### src/rtl/i2cpwr_pkg.sv
package i2cpwr_pkg;

    typedef enum logic [2:0] {
        PS_OFF,
        PS_RAMP,
        PS_LINK_IN,
        PS_LINK_OUT,
        PS_INIT,
        PS_ON,
        PS_UNLINK_OUT,
        PS_UNLINK_IN
    } pwr_state_t;

    typedef struct packed {
        logic en;
        logic dis;
        logic deb;
    } pwr_req_t;

endpackage

### src/rtl/i2cpwr_req_hold.sv
module i2cpwr_req_hold
    import i2cpwr_pkg::*;
(
    input  logic     clk,
    input  logic     rst_n,
    input  logic     busy,
    input  logic     en_req,
    input  logic     dis_req,
    input  logic     dis_debounce,
    output pwr_req_t merged
);

    pwr_req_t held;

    always_ff @(posedge clk or negedge rst_n) begin
        if (!rst_n) begin
            held <= '0;
        end else if (busy) begin
            if (en_req) begin
                held.en <= 1'b1;
            end
            if (dis_req) begin
                held.dis <= 1'b1;
                held.deb <= dis_debounce;
            end
        end else begin
            held <= '0;
        end
    end

    always_comb begin
        merged.en  = en_req | held.en;
        merged.dis = dis_req | held.dis;
        merged.deb = dis_req ? dis_debounce : held.deb;
    end

endmodule

### src/rtl/i2cpwr_cycle_timer.sv
module i2cpwr_cycle_timer #(
    parameter int unsigned CYCLES = 4
) (
    input  logic clk,
    input  logic rst_n,
    input  logic start,
    input  logic cancel,
    output logic fire
);

    localparam int unsigned CW = (CYCLES > 1) ? $clog2(CYCLES) : 1;

    logic [CW-1:0] left;
    logic          armed;

    always_ff @(posedge clk or negedge rst_n) begin
        if (!rst_n) begin
            armed <= 1'b0;
            left  <= '0;
        end else if (cancel) begin
            armed <= 1'b0;
        end else if (start) begin
            armed <= 1'b1;
            left  <= CW'(CYCLES - 1);
        end else if (armed) begin
            if (left == '0) begin
                armed <= 1'b0;
            end else begin
                left <= left - 1'b1;
            end
        end
    end

    assign fire = armed && (left == '0);

endmodule

### src/rtl/i2cpwr_fsm.sv
module i2cpwr_fsm
    import i2cpwr_pkg::*;
(
    input  logic       clk,
    input  logic       rst_n,
    input  pwr_req_t   req,
    input  logic       probe_attached,
    input  logic       ramp_done,
    input  logic       hold_done,
    output logic       ramp_start,
    output logic       hold_arm,
    output logic       hold_cancel,
    output logic       busy,
    output logic       rsp_valid,
    output logic       rsp_busy,
    output logic       rail_en_n,
    output logic       in_mux_sel,
    output logic       out_mux_sel,
    output logic       init_pulse
);

    pwr_state_t state, nxt;
    logic       acc_en;
    logic       acc_refuse;

    // state register
    always_ff @(posedge clk or negedge rst_n) begin
        if (!rst_n) begin
            state     <= PS_OFF;
            rsp_valid <= 1'b0;
            rsp_busy  <= 1'b0;
        end else begin
            state     <= nxt;
            rsp_valid <= acc_en;
            rsp_busy  <= acc_en & acc_refuse;
        end
    end

    // next state and timer control
    always_comb begin
        nxt         = state;
        ramp_start  = 1'b0;
        hold_arm    = 1'b0;
        hold_cancel = 1'b0;
        acc_en      = 1'b0;
        acc_refuse  = 1'b0;
        unique case (state)
            PS_OFF: begin
                if (req.en) begin
                    acc_en      = 1'b1;
                    hold_cancel = 1'b1;
                    if (probe_attached) begin
                        acc_refuse = 1'b1;
                    end else begin
                        nxt        = PS_RAMP;
                        ramp_start = 1'b1;
                    end
                end
            end
            PS_RAMP:     if (ramp_done) nxt = PS_LINK_IN;
            PS_LINK_IN:  nxt = PS_LINK_OUT;
            PS_LINK_OUT: nxt = PS_INIT;
            PS_INIT:     nxt = PS_ON;
            PS_ON: begin
                if (req.en) begin
                    acc_en      = 1'b1;
                    hold_cancel = 1'b1;
                    if (probe_attached) begin
                        acc_refuse = 1'b1;
                        nxt        = PS_UNLINK_OUT;
                    end
                end else if (req.dis) begin
                    if (req.deb) begin
                        hold_arm = 1'b1;
                    end else begin
                        hold_cancel = 1'b1;
                        nxt         = PS_UNLINK_OUT;
                    end
                end else if (hold_done) begin
                    nxt = PS_UNLINK_OUT;
                end
            end
            PS_UNLINK_OUT: nxt = PS_UNLINK_IN;
            PS_UNLINK_IN:  nxt = PS_OFF;
            default:       nxt = PS_OFF;
        endcase
    end

    // outputs
    always_comb begin
        rail_en_n   = 1'b0;
        in_mux_sel  = 1'b0;
        out_mux_sel = 1'b0;
        init_pulse  = 1'b0;
        busy        = 1'b1;
        unique case (state)
            PS_OFF: begin
                rail_en_n = 1'b1;
                busy      = 1'b0;
            end
            PS_RAMP: ;
            PS_LINK_IN:  in_mux_sel = 1'b1;
            PS_LINK_OUT: begin
                in_mux_sel  = 1'b1;
                out_mux_sel = 1'b1;
            end
            PS_INIT: begin
                in_mux_sel  = 1'b1;
                out_mux_sel = 1'b1;
                init_pulse  = 1'b1;
            end
            PS_ON: begin
                in_mux_sel  = 1'b1;
                out_mux_sel = 1'b1;
                busy        = 1'b0;
            end
            PS_UNLINK_OUT: in_mux_sel = 1'b1;
            PS_UNLINK_IN: ;
            default: begin
                rail_en_n = 1'b1;
            end
        endcase
    end

endmodule

### src/rtl/i2c_bus_power_seq.sv
module i2c_bus_power_seq
    import i2cpwr_pkg::*;
#(
    parameter int unsigned CLK_HZ    = 100_000_000,
    parameter int unsigned SETTLE_US = 25,
    parameter int unsigned HOLD_MS   = 1000
) (
    input  logic clk,
    input  logic rst_n,
    input  logic en_req,
    input  logic dis_req,
    input  logic dis_debounce,
    input  logic probe_attached,
    output logic rsp_valid,
    output logic rsp_busy,
    output logic rail_en_n,
    output logic in_mux_sel,
    output logic out_mux_sel,
    output logic init_pulse,
    output logic seq_busy
);

    localparam int unsigned KHZ        = CLK_HZ / 1000;
    localparam int unsigned SETTLE_RAW = (KHZ * SETTLE_US + 999) / 1000;
    localparam int unsigned SETTLE_CYC = (SETTLE_RAW < 1) ? 1 : SETTLE_RAW;
    localparam int unsigned HOLD_RAW   = KHZ * HOLD_MS;
    localparam int unsigned HOLD_CYC   = (HOLD_RAW < 1) ? 1 : HOLD_RAW;

    pwr_req_t req;
    logic     ramp_start, ramp_done;
    logic     hold_arm, hold_cancel, hold_done;

    i2cpwr_req_hold u_hold (
        .clk          (clk),
        .rst_n        (rst_n),
        .busy         (seq_busy),
        .en_req       (en_req),
        .dis_req      (dis_req),
        .dis_debounce (dis_debounce),
        .merged       (req)
    );

    i2cpwr_cycle_timer #(.CYCLES(SETTLE_CYC)) u_settle (
        .clk    (clk),
        .rst_n  (rst_n),
        .start  (ramp_start),
        .cancel (1'b0),
        .fire   (ramp_done)
    );

    i2cpwr_cycle_timer #(.CYCLES(HOLD_CYC)) u_linger (
        .clk    (clk),
        .rst_n  (rst_n),
        .start  (hold_arm),
        .cancel (hold_cancel),
        .fire   (hold_done)
    );

    i2cpwr_fsm u_fsm (
        .clk            (clk),
        .rst_n          (rst_n),
        .req            (req),
        .probe_attached (probe_attached),
        .ramp_done      (ramp_done),
        .hold_done      (hold_done),
        .ramp_start     (ramp_start),
        .hold_arm       (hold_arm),
        .hold_cancel    (hold_cancel),
        .busy           (seq_busy),
        .rsp_valid      (rsp_valid),
        .rsp_busy       (rsp_busy),
        .rail_en_n      (rail_en_n),
        .in_mux_sel     (in_mux_sel),
        .out_mux_sel    (out_mux_sel),
        .init_pulse     (init_pulse)
    );

endmodule

### config.mk
export PLATFORM = sky130hd
export DESIGN_NAME = i2c_bus_power_seq
export DESIGN_NICKNAME = d
export VERILOG_FILES = /design/src/rtl/i2cpwr_pkg.sv /design/src/rtl/i2cpwr_req_hold.sv /design/src/rtl/i2cpwr_cycle_timer.sv /design/src/rtl/i2cpwr_fsm.sv /design/src/rtl/i2c_bus_power_seq.sv
export SDC_FILE = /design/constraint.sdc
export NUM_CORES = 1
export LEC_CHECK = 0
export ABC_AREA = 1
export CAP_MARGIN = 0
export CORE_ASPECT_RATIO = 2
export CORE_UTILIZATION = 57
export CTS_CLUSTER_DIAMETER = 60
export CTS_CLUSTER_SIZE = 14
export DETAILED_ROUTE_END_ITERATION = 6
export DONT_BUFFER_PORTS = 1
export PLACE_DENSITY = 0.77
export SLEW_MARGIN = 5
export SYNTH_ARGS = -nofsm -noshare
export SYNTH_HDL_FRONTEND = slang
export SYNTH_SLANG_ARGS = --single-unit
### constraint.sdc
create_clock -name clk -period 1.9 [get_ports clk]
set_input_delay 0.57 -clock clk [delete_from_list [all_inputs] [get_ports clk]]
set_output_delay 0.57 -clock clk [all_outputs]
set_load 0.005 [all_outputs]
# == After elaboration in Yosys (flattened, before gate mapping) ==
# Cells that the tools add are included.
# totals
reg_bits,49
output_inout_bits,7
elab_cells,93
# classes
n_bitwise,4
muxes,47
n_eq_ne,15
add_sub_neg,2
reduce_logical,15
# op_table
op,n
two-way mux 27 bit,3
two-way mux 12 bit,3
two-way mux 1 bit,29
logical NOT 27 bit,1
two-way mux 3 bit,9
subtractor 27 x 1 -> 27 bit (second input constant),1
one-hot mux 3 bit (8 select lines),1
equality test 3 bit (second input constant),4
logical NOT 12 bit,1
subtractor 12 x 1 -> 12 bit (second input constant),1
!= test 2 bit (second input constant),5
!= test 4 bit (second input constant),2
nonzero test 2 bit,4
equality test 3 x 2 -> 1 bit (second input constant),2
AND reduction 6 bit,1
OR reduction 5 bit,1
equality test 3 x 1 -> 1 bit (second input constant),1
logical NOT 3 bit,1
!= test 3 bit (second input constant),1
AND reduction 3 bit,1
OR reduction 3 bit,1
logical AND 1 bit,2
two-way mux 2 bit,1
bitwise OR 1 bit,2
5 further kinds,5

# == Logic depth before layout (Yosys ltp) ==
# Gate-level depths: netlist (run 1).
# logic_depth
depth_word,7
ltp_mapped,13
depth_no_buf,13

# == Modules after synthesis ==
# Synthesis (run 1) repeated with hierarchy kept, for this count alone.
# hier_totals
hier_cells,493
area_unflattened_um2,3293.2
# by_module_without_submodules
module,seq_area_each_um2,instances,area_per_inst_um2,cells_per_inst
i2cpwr_cycle_timer at u_linger,700.7,1,1930.6,300
i2cpwr_cycle_timer at u_settle,325.3,1,852.1,126
i2cpwr_fsm,125.1,1,371.6,49
i2cpwr_req_hold,75.1,1,135.1,17
i2c_bus_power_seq,0.0,1,3.8,1

# == Worst setup path after synthesis (run 1) ==
# No wires, ideal clock.
# synth_timing
kind,reg-to-reg
start,register u_fsm.state[1]
end,register u_linger.left[20]
t_required_ps,1777
path_buffers,2
synth_period_minus_slack_ps,1771
slack_ps,129
t_arrival_ps,1648
stages_incl_launch_ff,13
path_cell_list,dfrtp_1 inv_1 ha_1 nand2_2 clkinv_2 nor2_4 o22ai_1 nor2_1 nand2_2 buf_4 buf_6 nand2_1 nand2_1
# synth_between
elab_chain_len,4
elab_cells_between_ends,9
cone_classes,eq/ne: 2; mux: 3; bitwise: 1; reduce/logical: 3
# synth_rtl
element,line,rtl
start: declaration,i2cpwr_fsm.sv:22,"pwr_state_t state, nxt;"
start signal: assignment,i2cpwr_fsm.sv:33,state <= nxt;
equality test 3 bit / logical NOT 3 bit (equally long branches),i2cpwr_fsm.sv:47,unique case (state)
two-way mux 1 bit / one-hot mux 1 bit (2 select lines) (equally long branches),i2cpwr_fsm.sv:47,
!= test 2 bit (no line) (tied with other cells),-,
AND reduction 3 bit (no line),-,
end signal: assignment,i2cpwr_cycle_timer.sv:24,left <= CW'(CYCLES - 1);
end signal: assignment,i2cpwr_cycle_timer.sv:29,left <= left - 1'b1;
end: declaration,i2cpwr_cycle_timer.sv:13,logic [CW-1:0] left;
# Parallel ways exist; a longest one is shown, timed or not.
# A chain may end at the register's enable or synchronous reset.

# == Final worst setup path (run 1) ==
# layout_timing
start,register u_fsm.state[0]
end,output port seq_busy
# layout_between
elab_chain_len,3
elab_cells_between_ends,4
cone_classes,eq/ne: 1; mux: 1; reduce/logical: 2
# layout_rtl
element,line,rtl
equality test 3 bit / logical NOT 3 bit (equally long branches),i2cpwr_fsm.sv:96,unique case (state)
OR reduction 2 bit (no line) (*),-,
two-way mux 1 bit (*),i2cpwr_fsm.sv:96,
end: declaration,i2c_bus_power_seq.sv:20,output logic seq_busy
# Every way passes the cells marked *; elsewhere a longest branch is shown, timed or not.

==> results.md, run 1 <==
* Std cell rows at 37
* DP Area at 0.003236 mm²
* Final setup violating endpoints at 4
* Pin count of the biggest net entering global routing at 50
* Synth Net Count at 426
* Die span in x at 53.63 µm
* Synthesized flop and latch total at 49
* Complex-gate fraction of the synthesized area at 9.634%
* Final ANT Viol Nets at 0
* Post-synthesis cell area at 0.003039 mm²
* Vias/cell at 5.676
* Final Critical Period at 1.958 ns
* Longest Clk Path Bufs at 2
* ANT cells at 0
* Synthesis Warnings at 0
* Clock Skew at 0.008289 ns
* Cell area after layout at 0.003655 mm²
* Most frequent cells in the layout: 92 x nand2_1, 68 x nor2_1, 48 x dfrtp_1
* RSZ-0062 raised after global routing: yes
* Worst EP arrival at 1.39 ns
* Number of DRC markers in iteration 0 at 98
* Layout area overhead at 20.26%
* Max-slew violations at 0
* PD cells at 1746 mW/mm²
* Post-Syn Area per Cell at 7.359 µm²
* Synth cell types at 33
* CP max FO at 4
* Wirelength per Cell at 16.30 µm
* I/O pin count at 13
* Fmax at 510.6 MHz
* Crit end category: output pin
* Post-layout worst setup margin at -0.05840 ns
* DR DRC count at 0
* Worst Max-Slew Pin Slew at 0.3831 ns
* Worst-Skew Late Latency at 0.32 ns
* Worst-path clk slew at 0.10 ns
* Total track usage at 30.17%
* Final Cycle Share at 103.1%
* TritonCTS clock tree: yes
* Largest family of logic cells by synthesized area: simple AND/OR/NAND/NOR gates
* Adder-cell share of the synthesized area at 2.882%
* Peak supply drop at 1228 µV
* First-pass GRT wire length at 12,320 µm
* Nets at 463
* Slew HR at 74.26%
* Drt pass-1 iters at 5
* LEAKAGE at 1.798 nW
* CP Data Required Time at 1.33 ns
* CTS Buf Count at 5
* Starting Density at 59.14%
* Layout cells sized above 1 at 19.51%
* Cell count after synthesis at 413
* Vias in the first global route at 2,861
* Setup TNS at -0.1962 ns
* Failing checks: negative setup slack
* Simple-gate share of the synthesized area at 31.21%
* Number of port buffers at 0
* XOR/XNOR Fraction of Synth Area at 8.069%
* Chip Height at 105.3 µm
* Status: finished, violations left
* Setup CP Type: reg -> out
* DP HPWL at 5411 µm
* Pre-CTS WS at -0.001272 ns
* Final Hold Fails at 0
* Worst Hold Class: in -> async
* Via count at 2,889
* Post-synthesis mux area share at 0%
* Initial antenna violation count at 0
* Commonest non-fill, non-tap cell in the layout: nand2_1
* Gpl congestion at 1.007
* Overflow after GRT at 0
* DRT Wirelength at 8299 µm
* # clock sinks at 49
* # H-tree levels at 2
* Clk root buf: clkbuf_8
* Area of the core at 0.005139 mm²
* Max-cap violations at 0
* Register area share after synthesis at 40.35%
* CP Launch Type: flop
* Die area at 0.005645 mm²
-- power by group --
group	switching (mW)	internal [mW]	total, mW	leakage (nW)
logic	2.20	1.41	3.62	1.12
clock network	0.371	0.523	0.894	0.0681
registers	0.420	1.45	1.87	0.606
total	2.99	3.39	6.38	1.80
-- per-layer routing --
layer,GRT usage [%],part of all wire (%)
met5,0,0
met4,18.05,6.5
met3,5.195,3.1
met2,56.88,56
met1,26.91,35
-- per-stage QoR --
stage                     hold slack, ns  utilization [%]  instances  total power, mW
final                            0.08873            71.12        509            6.380
after global routing              0.1065            71.12        509            6.854
after CTS                         0.1022            67.32        498            5.991
after detailed placement          0.2754            62.97        485            4.895
after global placement            0.2754            62.97        485            4.803
after floorplan                   0.2744                -        413            4.034
-- critical path, stage by stage, from the launching register on --
cell and delay, ns:
dfrtp_2 0.45, inv_2 0.10, ha_4 0.16, inv_4 0.04, nor2_4 0.14, nor2_4 0.05
buf_6 0.12
-- registers in the layout, indices dropped and copies added (netlist names) --
register,cells
u_linger.armed,1
u_settle.left,12
u_hold.held,3
u_fsm.state,3
u_settle.armed,1
u_fsm.rsp_valid,1
u_linger.left,27
u_fsm.rsp_busy,1
-- synth_stat cells, drive strengths merged --
library cell | instances | area (µm²)
o31ai | 4 | 30.03
nor3 | 6 | 35.03
xor2 | 20 | 175.2
clkinv | 1 | 5.000
a21oi | 3 | 15.01
o21ai | 40 | 211.5
nand3b | 1 | 7.510
nand2 | 103 | 391.6
a31oi | 1 | 6.260
dfrtp | 49 | 1226
o211ai | 2 | 15.01
o221ai | 1 | 8.760
nand4 | 7 | 58.81
clkbuf | 1 | 3.750
nand3 | 30 | 155.1
xnor2 | 8 | 70.07
o22ai | 1 | 6.260
ha | 7 | 87.58
inv | 42 | 157.6
nor4 | 1 | 6.260
buf | 10 | 72.57
nor2 | 75 | 294.0
-- cell type report --
cell class,count,area [µm²]
fill,390,1484
inverter,43,171.4
multi-input combinational,310,1665
clock inverter,3,65.06
sequential,49,1227
timing repair buffer,41,384.1
tap,58,72.57
clock buffer,5,68.82
-- logic make-up (layout without fill, tap and decap cells) --
logic type,after synthesis,in the layout
fa+ha+maj,7,7
xor+xnor,28,28
simple gates,223,223
compound gates,52,52
flops,49,49
buf+inv,54,92
-- repair_timing --
action	CTS	global route
pin swaps	3	8
hold buffers	1	0
resized for setup	12	38
endpoints found under the setup margin	10	39
gates cloned	0	2
setup buffers	4	9
endpoints found under the hold margin	49	0
-- final timing paths --
path | to | slack, ns | cells past startpoint | from
worst min register to register | u_linger.left[26] | 0.49 | 2 | u_linger.left[26]
worst max-delay path | seq_busy | -0.06 | 6 | u_fsm.state[0]
max in group asynchronous | u_fsm.state[0] | 1.58 | 1 | rst_n
worst max register to register | u_linger.left[24] | 0.02 | 13 | u_fsm.state[1]
min in group clk | u_hold.held[0] | 0.41 | 2 | dis_req
worst min-delay path | u_linger.left[7] | 0.09 | 1 | rst_n
Power figures use the tool's default switching activity.
==> run 2, diff against run 1 <==
--- a/config.mk
+++ b/config.mk
@@ -9,6 +9,7 @@
 export CAP_MARGIN = 0
 export CORE_ASPECT_RATIO = 2
 export CORE_UTILIZATION = 57
+export CTS_BUF_LIST = sky130_fd_sc_hd__clkbuf_16
 export CTS_CLUSTER_DIAMETER = 60
 export CTS_CLUSTER_SIZE = 14
 export DETAILED_ROUTE_END_ITERATION = 6
==> run 2 against run 1 <==
Net effect: the run still ends with negative setup slack left; via count down 2.2%; critical endpoint is now out_mux_sel; wire length down 6.9%; cell count down 1.2%; clock power up 29%; critical path type unchanged; critical path depth unchanged; hold slack better by 0.033 ns; first-iteration DRC count down 2.0%; clock-buffer cell count unchanged; total power up 0.75%; die area unchanged.
==> results.md, run 2 (same netlist as run 1, synthesis figures left out) <==
* Layout cells sized above 1 at 15.06% (-4.5 points)
* CP max FO at 3 (-1)
* Most frequent cells in the layout: 100 x nand2_1, 70 x nor2_1, 49 x dfrtp_1
* Slowest cell on the critical path: dfrtp_1
* Pre-CTS WS at -0.001272 ns (unchanged)
* CP Launch Type: flop
* Number of DRC markers in iteration 0 at 96 (-2.0%)
* Nets at 457 (-1.3%)
* Peak supply drop at 1159 µV (-5.6%)
* Clock Skew at 0.004331 ns (-0.003958 ns)
* Sw frac at 45.13% (-1.8 points)
* Sequential share of power at 28.7% (-0.6 points)
* Max-slew violations at 0 (unchanged)
* Non-Filler Instances at 503 (-1.2%)
* Cell count after placement at 485 (unchanged)
* DRT Wirelength at 7723 µm (-6.9%)
* CP Data Required Time at 1.33 ns (about the same)
* Pin count of the biggest net entering global routing at 50 (unchanged)
* DP HPWL at 5411 µm (unchanged)
* Die span in x at 53.63 µm (unchanged)
* Gpl congestion at 1.007 (unchanged)
* R2R Setup Slk at 0.06 ns (+0.04 ns)
* CP top delay family: flip-flops
* TritonCTS clock tree: yes
* Status: finished, violations left
* Failing checks: negative setup slack
* RSZ-0062 raised after global routing: yes
* Vias/cell at 5.616 (-1.0%)
* Starting Density at 59.14% (unchanged)
* Longest Clk Path Bufs at 2 (unchanged)
* Setup CP Type: reg -> out
* Pwr Total at 6.428 mW (+0.75%)
* LEAKAGE at 1.766 nW (-1.8%)
* Worst EP arrival at 1.40 ns (about the same)
* Final ANT Viol Nets at 0 (unchanged)
* Final Critical Period at 1.975 ns (+0.01611 ns)
* Final setup violating endpoints at 2 (-2)
* Clk root buf: clkbuf_16
* Final Hold Fails at 0 (unchanged)
* Fmax at 506.5 MHz (-0.82%)
* ANT cells at 0 (unchanged)
* Drt pass-1 iters at 6 (+1)
* Via count at 2,825 (-2.2%)
* Initial antenna violation count at 0 (unchanged)
* CP Buf/Inv Count at 2 (-1)
* Critical-path cell list: inv_2 > ha_4 > nand2_1 > inv_2 > nor2_2 > nand2_1
* Largest stage delay on the critical path at 0.44 ns (about the same)
* Clk network pwr share at 17.8% (+3.8 points)
* Smallest hold slack at 0.1221 ns (+0.03341 ns)
* Biggest register: u_linger.left
* Worst Hold Class: in -> async
* Slew HR at 75.71% (+1.5 points)
* Vias in the first global route at 2,902 (+1.4%)
* # H-tree levels at 2 (unchanged)
* Chip Height at 105.3 µm (unchanged)
* Comb pwr share at 53.5% (-3.2 points)
* PD cells at 1792 mW/mm² (+2.6%)
* Setup TNS at -0.09759 ns (+0.09862 ns)
* Post-layout worst setup margin at -0.07451 ns (-0.01611 ns)
* I/O pin count at 13 (unchanged)
* # clock sinks at 49 (unchanged)
* Internal power at 3.527 mW (+4.1%)
* Die area at 0.005645 mm² (unchanged)
* Area of the core at 0.005139 mm² (unchanged)
* NetSw at 2.901 mW (-3.1%)
* DR DRC count at 0 (unchanged)
* CTS Buf Count at 5 (unchanged)
* Max reg flops at 27 (unchanged)
* Layout area overhead at 18.03%
* Biggest regs: u_linger.left (27), u_settle.left (12)
* Worst-path clk slew at 0.07 ns (-0.03 ns)
* Number of port buffers at 0 (unchanged)
* Total track usage at 30.37% (+0.20 points)
* Wirelength per Cell at 15.35 µm (-5.8%)
* Commonest non-fill, non-tap cell in the layout: nand2_1
* Worst Max-Slew Pin Slew at 0.3615 ns (-0.02160 ns)
* Worst-Skew Late Latency at 0.29 ns (-0.03 ns)
* Std cell rows at 37 (unchanged)
* Overflow after GRT at 0 (unchanged)
* Final Cycle Share at 103.9% (+0.85 points)
* First-pass GRT wire length at 12,340 µm (+0.23%)
* Max-cap violations at 0 (unchanged)
* Crit end category: output pin
## run 2: cell count changes in the layout (fill, tap and decap cells not counted), sizes merged
cell    before  now
clkbuf       6    5
buf         40   35
inv         43   42
clkinv       1    2
## run 2: layout make-up
| type | count | area, µm² |
|---|---|---|
| clock buffer | 5 | 125.1 |
| clock inverter | 3 | 65.06 |
| fill | 408 | 1551 |
| inverter | 43 | 168.9 |
| multi-input combinational | 310 | 1615 |
| sequential | 49 | 1226 |
| tap | 58 | 72.57 |
| timing repair buffer | 35 | 314.1 |
## run 2: timing repair
| action | CTS | global route |
|---|---|---|
| gates cloned | 0 | 0 |
| buffers inserted | 3 | 6 |
| endpoints found under the setup margin | 8 | 39 |
| hold buffers | 1 | 0 |
| pin swaps | 2 | 5 |
| hold endpoints to repair | 49 | 0 |
| gates resized for setup | 10 | 20 |
## run 2: metal layers
| metal | part of all wire, % | GRT usage (%) |
|---|---|---|
| met1 | 34 | 26.06 |
| met2 | 57 | 56.16 |
| met3 | 2.6 | 6.494 |
| met4 | 6.2 | 20.86 |
| met5 | 0 | 0 |
## run 2: path summary, 6_finish.rpt
| check | to | from | cells past startpoint |
|---|---|---|---|
| max in group asynchronous | u_linger.left[0] | rst_n | 1 |
| min reg2reg | u_linger.left[26] | u_linger.left[26] | 2 |
| max | out_mux_sel | u_fsm.state[0] | 6 |
| min | u_linger.left[7] | rst_n | 1 |
| max reg2reg | u_linger.left[4] | u_fsm.state[1] | 12 |
| min in group clk | u_hold.held[0] | dis_req | 2 |
## run 2: per-stage QoR
step           utilization (%)  instance area, µm²
3_3_place_gp             62.97                3236
2_1_floorplan                -                3039
4_1_cts                  68.18                3503
6_report                 69.81                3587
5_1_grt                  69.81                3587
3_5_place_dp             62.97                3236
## run 2: power groups by stage
stage	sequential, mW	combinational, mW	clock, mW
2_1_floorplan	1.74	2.30	0
3_3_place_gp	1.82	2.98	0
3_5_place_dp	1.83	3.07	0
4_1_cts	1.82	3.26	1.16
5_1_grt	1.88	3.86	1.20
6_report	1.84	3.44	1.15
## run 2: worst register-to-register path: stages, from the launching register on
cell      delay, ns
dfrtp_1        0.39
inv_2          0.12
ha_4           0.15
nand2_2        0.06
clkinv_4       0.10
nand4_4        0.12
inv_2          0.08
nor2_1         0.04
nor2_1         0.15
nand2_2        0.11
buf_12         0.17
o21ai_1        0.13
nand3_1        0.09
==> run 3, diff against run 2 <==
--- a/config.mk
+++ b/config.mk
@@ -5,7 +5,6 @@
 export SDC_FILE = /design/constraint.sdc
 export NUM_CORES = 1
 export LEC_CHECK = 0
-export ABC_AREA = 1
 export CAP_MARGIN = 0
 export CORE_ASPECT_RATIO = 2
 export CORE_UTILIZATION = 57
==> run 3 against run 2 <==
Net effect: the flow now stops in 5_1_grt; area after synthesis fell by 8.2%; synthesized cell count fell by 27%.
==> results.md, run 3 <==
* Status: stopped before the end
* Step where the flow halted: 5_1_grt
* Tool error: [ERROR GRT-0232] Routing congestion too high. Check the congestion heatmap in the GUI.
* Yosys top cell area share at 43.93% (+3.6 points)
* # H-tree levels at 2 (unchanged)
* CTS Buf Count at 5 (unchanged)
* Synth cell types at 50 (+52%)
* DP HPWL at 5650 µm (+4.4%)
* Synthesized flop and latch total at 49 (unchanged)
* Ys flop type: dfrtp_1
* Die span in x at 51.49 µm (-4.0%)
* Synth Net Count at 314 (-26%)
* Top cells by area, synth: dfrtp_1 44%, nor2_1 3.8%, ha_1 3.1%
* # clock sinks at 49 (unchanged)
* Total track usage at 90.51%
* Overflow after GRT at 258
* Ys async rst share at 100.0% (unchanged)
* Post-Syn Area per Cell at 9.274 µm² (+26%)
* Clk root buf: clkbuf_16
* Register area share after synthesis at 43.93% (+3.6 points)
* Synthesis Warnings at 0 (unchanged)
* Post-synthesis cell area at 0.002791 mm² (-8.2%)
* Number of port buffers at 0 (unchanged)
* GR repair worst EP: u_settle.left[7]$_DFFE_PN0P_/D
* I/O pin count at 13 (unchanged)
* DP Area at 0.003520 mm² (+8.8%)
* Starting Density at 60.13% (+0.99 points)
* Std cell rows at 35 (-5.4%)
* Longest Clk Path Bufs at 2 (unchanged)
* Pin count of the biggest net entering global routing at 50
* Cell count after synthesis at 301 (-27%)
* Top cells by count, synth: 49 x dfrtp_1, 28 x nor2_1, 20 x nand2_1
* EDFF count, synth at 0 (unchanged)
* Top-count cell post-synth: dfrtp_1
* Chip Height at 101.0 µm (-4.1%)
* Gpl congestion at 0.9036 (-10%)
* Worst endpoint type: register data pin
* Yosys top cell by area: dfrtp_1
## run 3: changes by cell type after synthesis, sizes merged, moves of 12 or more
| cell | delta |
|---|---|
| nand2 | -82 |
| nor2 | -47 |
| inv | -31 |
| o21ai | -24 |
| nand3 | -14 |
| or4 | +12 |
| xor2 | -12 |
## run 3: logic make-up after synthesis
| logic type | count (synthesis) | synth area share (%) |
|---|---|---|
| muxes | 8 | 2.914 |
| and+or+nand+nor | 148 | 29.58 |
| buffers and inverters | 22 | 3.541 |
| AOI/OAI and AO/OA | 57 | 13.76 |
| adders and majority gates | 7 | 3.137 |
| DFF | 49 | 43.93 |
| xor gates and xnor gates | 10 | 3.138 |
## run 3: through the flow
| step | setup WS, ns | utilization [%] | cells |
|---|---|---|---|
| 2_1_floorplan | -0.2417 | - | 301 |
| 3_3_place_gp | -0.3114 | 75.82 | 432 |
| 3_5_place_dp | -0.3846 | 75.82 | 432 |
| 4_1_cts | -0.2401 | 88.71 | 458 |
## run 3: what timing repair did
item                       CTS
hold buffers                 1
pin swaps                   26
cloned                       2
hold endpoints to repair    49
gates resized for setup     63
buffers inserted            16
setup endpoints to repair   46
## run 3: metal layers
metal	overflow	track usage, %
met4	70	105.4
met3	1	68.63
met5	0	8.889
met1	3	82.35
met2	184	113.5
==> run 4, diff against run 3 <==
--- a/config.mk
+++ b/config.mk
@@ -6,14 +6,10 @@
 export NUM_CORES = 1
 export LEC_CHECK = 0
 export CAP_MARGIN = 0
-export CORE_ASPECT_RATIO = 2
-export CORE_UTILIZATION = 57
-export CTS_BUF_LIST = sky130_fd_sc_hd__clkbuf_16
-export CTS_CLUSTER_DIAMETER = 60
-export CTS_CLUSTER_SIZE = 14
+export CORE_UTILIZATION = 40
 export DETAILED_ROUTE_END_ITERATION = 6
 export DONT_BUFFER_PORTS = 1
-export PLACE_DENSITY = 0.77
+export PLACE_DENSITY_LB_ADDON = 0.15
 export SLEW_MARGIN = 5
 export SYNTH_ARGS = -nofsm -noshare
 export SYNTH_HDL_FRONTEND = slang
==> constraint.sdc (replaced) <==
create_clock -name clk -period 2.5 [get_ports clk]
set_input_delay 0.75 -clock clk [delete_from_list [all_inputs] [get_ports clk]]
set_output_delay 0.75 -clock clk [all_outputs]
set_load 0.005 [all_outputs]
==> run 4 against run 3 <==
Net effect: the flow now finishes without violations; area after synthesis is the same; synthesized cell count did not move.
==> results.md, run 4 <==
* Clk root buf: clkbuf_8
* Layout area overhead at 10.40%
* Sequential share of power at 55.0%
* Gpl congestion at 0.7996 (-12%)
* Chip Height at 85.54 µm (-15%)
* Max-slew violations at 0
* TritonCTS clock tree: yes
* Max-cap violations at 0
* Reg2reg path depth at 6
* Max reg flops at 27
* I/O pin count at 13 (unchanged)
* Internal power at 1.327 mW
* Nets at 327
* Drt pass-1 iters at 4
* Peak supply drop at 262.0 µV
* Worst Max-Slew Pin Slew at 0.4748 ns
* Setup CP Type: reg -> reg
* Post CTS Setup Buffer Count at 0 (-16)
* Yosys top cell area share at 43.93% (unchanged)
* Die span in x at 85.54 µm (+66%)
* Final Critical Period at 2.337 ns
* Clk network pwr share at 33.6%
* Synthesized flop and latch total at 49 (unchanged)
* DRT Wirelength at 6056 µm
* Post-synthesis cell area at 0.002791 mm² (unchanged)
* Reg-to-reg endpoint: u_linger.left[20]
* CTS Buf Count at 5 (unchanged)
* EDFF count, synth at 0 (unchanged)
* R2R Path Start: u_linger.left[13]
* Pwr Total at 1.811 mW
* Status: finished clean
* Final ANT Viol Nets at 0
* Top-count cell post-synth: dfrtp_1
* Total track usage at 18.28%
* Pin count of the biggest net entering global routing at 50
* Layout cells sized above 1 at 10.79%
* Clock Skew at 0.007157 ns
* Commonest non-fill, non-tap cell in the layout: dfrtp_1
* Wirelength per Cell at 15.33 µm
* LEAKAGE at 1.202 nW
* Register area share after synthesis at 43.93% (unchanged)
* Longest Clk Path Bufs at 2 (unchanged)
* Worst Hold Class: in -> async
* Final Cycle Share at 93.48%
* CP Data Required Time at 2.69 ns
* Post-Syn Area per Cell at 9.274 µm² (unchanged)
* CTS Hold Bufs at 0 (-1)
* Worst EP arrival at 2.52 ns
* Std cell rows at 30 (-14%)
* # H-tree levels at 2 (unchanged)
* Biggest regs: u_linger.left (27), u_settle.left (12)
* Worst-path clk slew at 0.10 ns
* Initial antenna violation count at 0
* Overflow after GRT at 0
* Synthesis Warnings at 0 (unchanged)
* Cell area after layout at 0.003082 mm²
* Number of port buffers at 0 (unchanged)
* DP Area at 0.002962 mm² (-16%)
* Biggest register: u_linger.left
* Final setup violating endpoints at 0
* Cell count after synthesis at 301 (unchanged)
* First-pass GRT wire length at 10,720 µm
* Smallest hold slack at 0.1230 ns
* PD cells at 587.8 mW/mm²
* Slew HR at 68.11%
* DR DRC count at 0
* Fmax at 427.9 MHz
* Starting Density at 41.31% (-19 points)
* Ys async rst share at 100.0% (unchanged)
* Setup TNS at 0 ns
* RSZ-0062 raised after global routing: no
* Post-CTS sizing at 0 (-100%)
* Die area at 0.007316 mm²
* Synth cell types at 50 (unchanged)
* Crit end category: flop
* R2R Setup Slk at 0.16 ns
* Most frequent cells in the layout: 49 x dfrtp_1, 28 x nor2_1, 20 x nand2_1
* Comb pwr share at 11.4%
* Core Util, Final at 45.61%
* Sw frac at 26.71%
* Vias in the first global route at 2,267
* ANT cells at 0
* Number of DRC markers in iteration 0 at 92
* Final Hold Fails at 0
* Worst-Skew Late Latency at 0.31 ns
* DP HPWL at 4326 µm (-23%)
* Vias/cell at 5.737
* Top cells by count, synth: 49 x dfrtp_1, 28 x nor2_1, 20 x nand2_1
* CP Launch Type: flop
* Area of the core at 0.006756 mm²
* # clock sinks at 49 (unchanged)
* NetSw at 0.4839 mW
* Synth Net Count at 314 (unchanged)
* Via count at 2,266
* Yosys top cell by area: dfrtp_1
* Ys flop type: dfrtp_1
* Top cells by area, synth: dfrtp_1 44%, nor2_1 3.8%, ha_1 3.1%
* CP max FO at 6
[run 4: cell counts after synthesis]
No cell type changed its count.
[run 4: final cells by class]
type | count | area [µm²]
multi-input combinational | 230 | 1466
timing repair buffer | 17 | 127.6
fill | 671 | 3675
clock buffer | 6 | 82.58
sequential | 49 | 1226
tap | 80 | 100.1
inverter | 11 | 41.29
clock inverter | 2 | 37.54
[run 4: power groups by stage]
stage | Clock (mW) | Combinational, mW | Sequential (mW)
floorplan | 0 | 0.176 | 0.985
global placement | 0 | 0.202 | 1.01
finish | 0.608 | 0.206 | 0.997
global route | 0.652 | 0.245 | 1.02
CTS | 0.626 | 0.209 | 0.996
detailed placement | 0 | 0.209 | 1.01
[run 4: worst max path at each step]
stage / start / endpoint / slack, ns / depth (start not counted)
after floorplan: en_req / u_linger.left[20] / 0.11 / 5
after global routing: u_fsm.state[0] / u_linger.left[20] / 0.01 / 8
after CTS: u_linger.left[13] / u_linger.left[20] / 0.19 / 6
final: u_linger.left[13] / u_linger.left[20] / 0.16 / 6
after detailed placement: en_req / u_linger.left[20] / 0.05 / 5
after global placement: en_req / u_linger.left[13] / 0.07 / 5
[run 4: cell families (layout without fill, tap and decap cells)]
family	count (synthesis)	after routing	share of synthesized area (%)
muxes	8	8	2.914
AOI/OAI and AO/OA	57	57	13.76
DFF	49	49	43.93
and+or+nand+nor	148	148	29.58
adders and majority gates	7	7	3.137
buffers and inverters	22	36	3.541
xor gates and xnor gates	10	10	3.138
[run 4: through the flow]
| step | std cells | worst slack, ns |
|---|---|---|
| after detailed placement | 387 | 0.04564 |
| after CTS | 395 | 0.1870 |
| after global routing | 395 | 0.01310 |
| after global placement | 387 | 0.07217 |
| after floorplan | 301 | 0.1137 |
| final | 395 | 0.1630 |
[run 4: routing by layer]
layer | routed length, µm | GRT usage (%) | vias to the layer above
li1 | - | - | 1142
met1 | 2865 | 24.28 | 1087
met2 | 2867 | 30.40 | 29
met3 | 248 | 3.754 | 8
met4 | 74 | 5.000 | 0
met5 | 0 | 0 | -
[run 4: worst max-delay path, cell delays in order (launching register included)]
cell,delay (ns)
dfrtp_1,0.41
nor4_1,0.41
nand2_1,0.16
buf_4,0.19
or3_1,0.34
o31ai_1,0.24
or3b_2,0.46
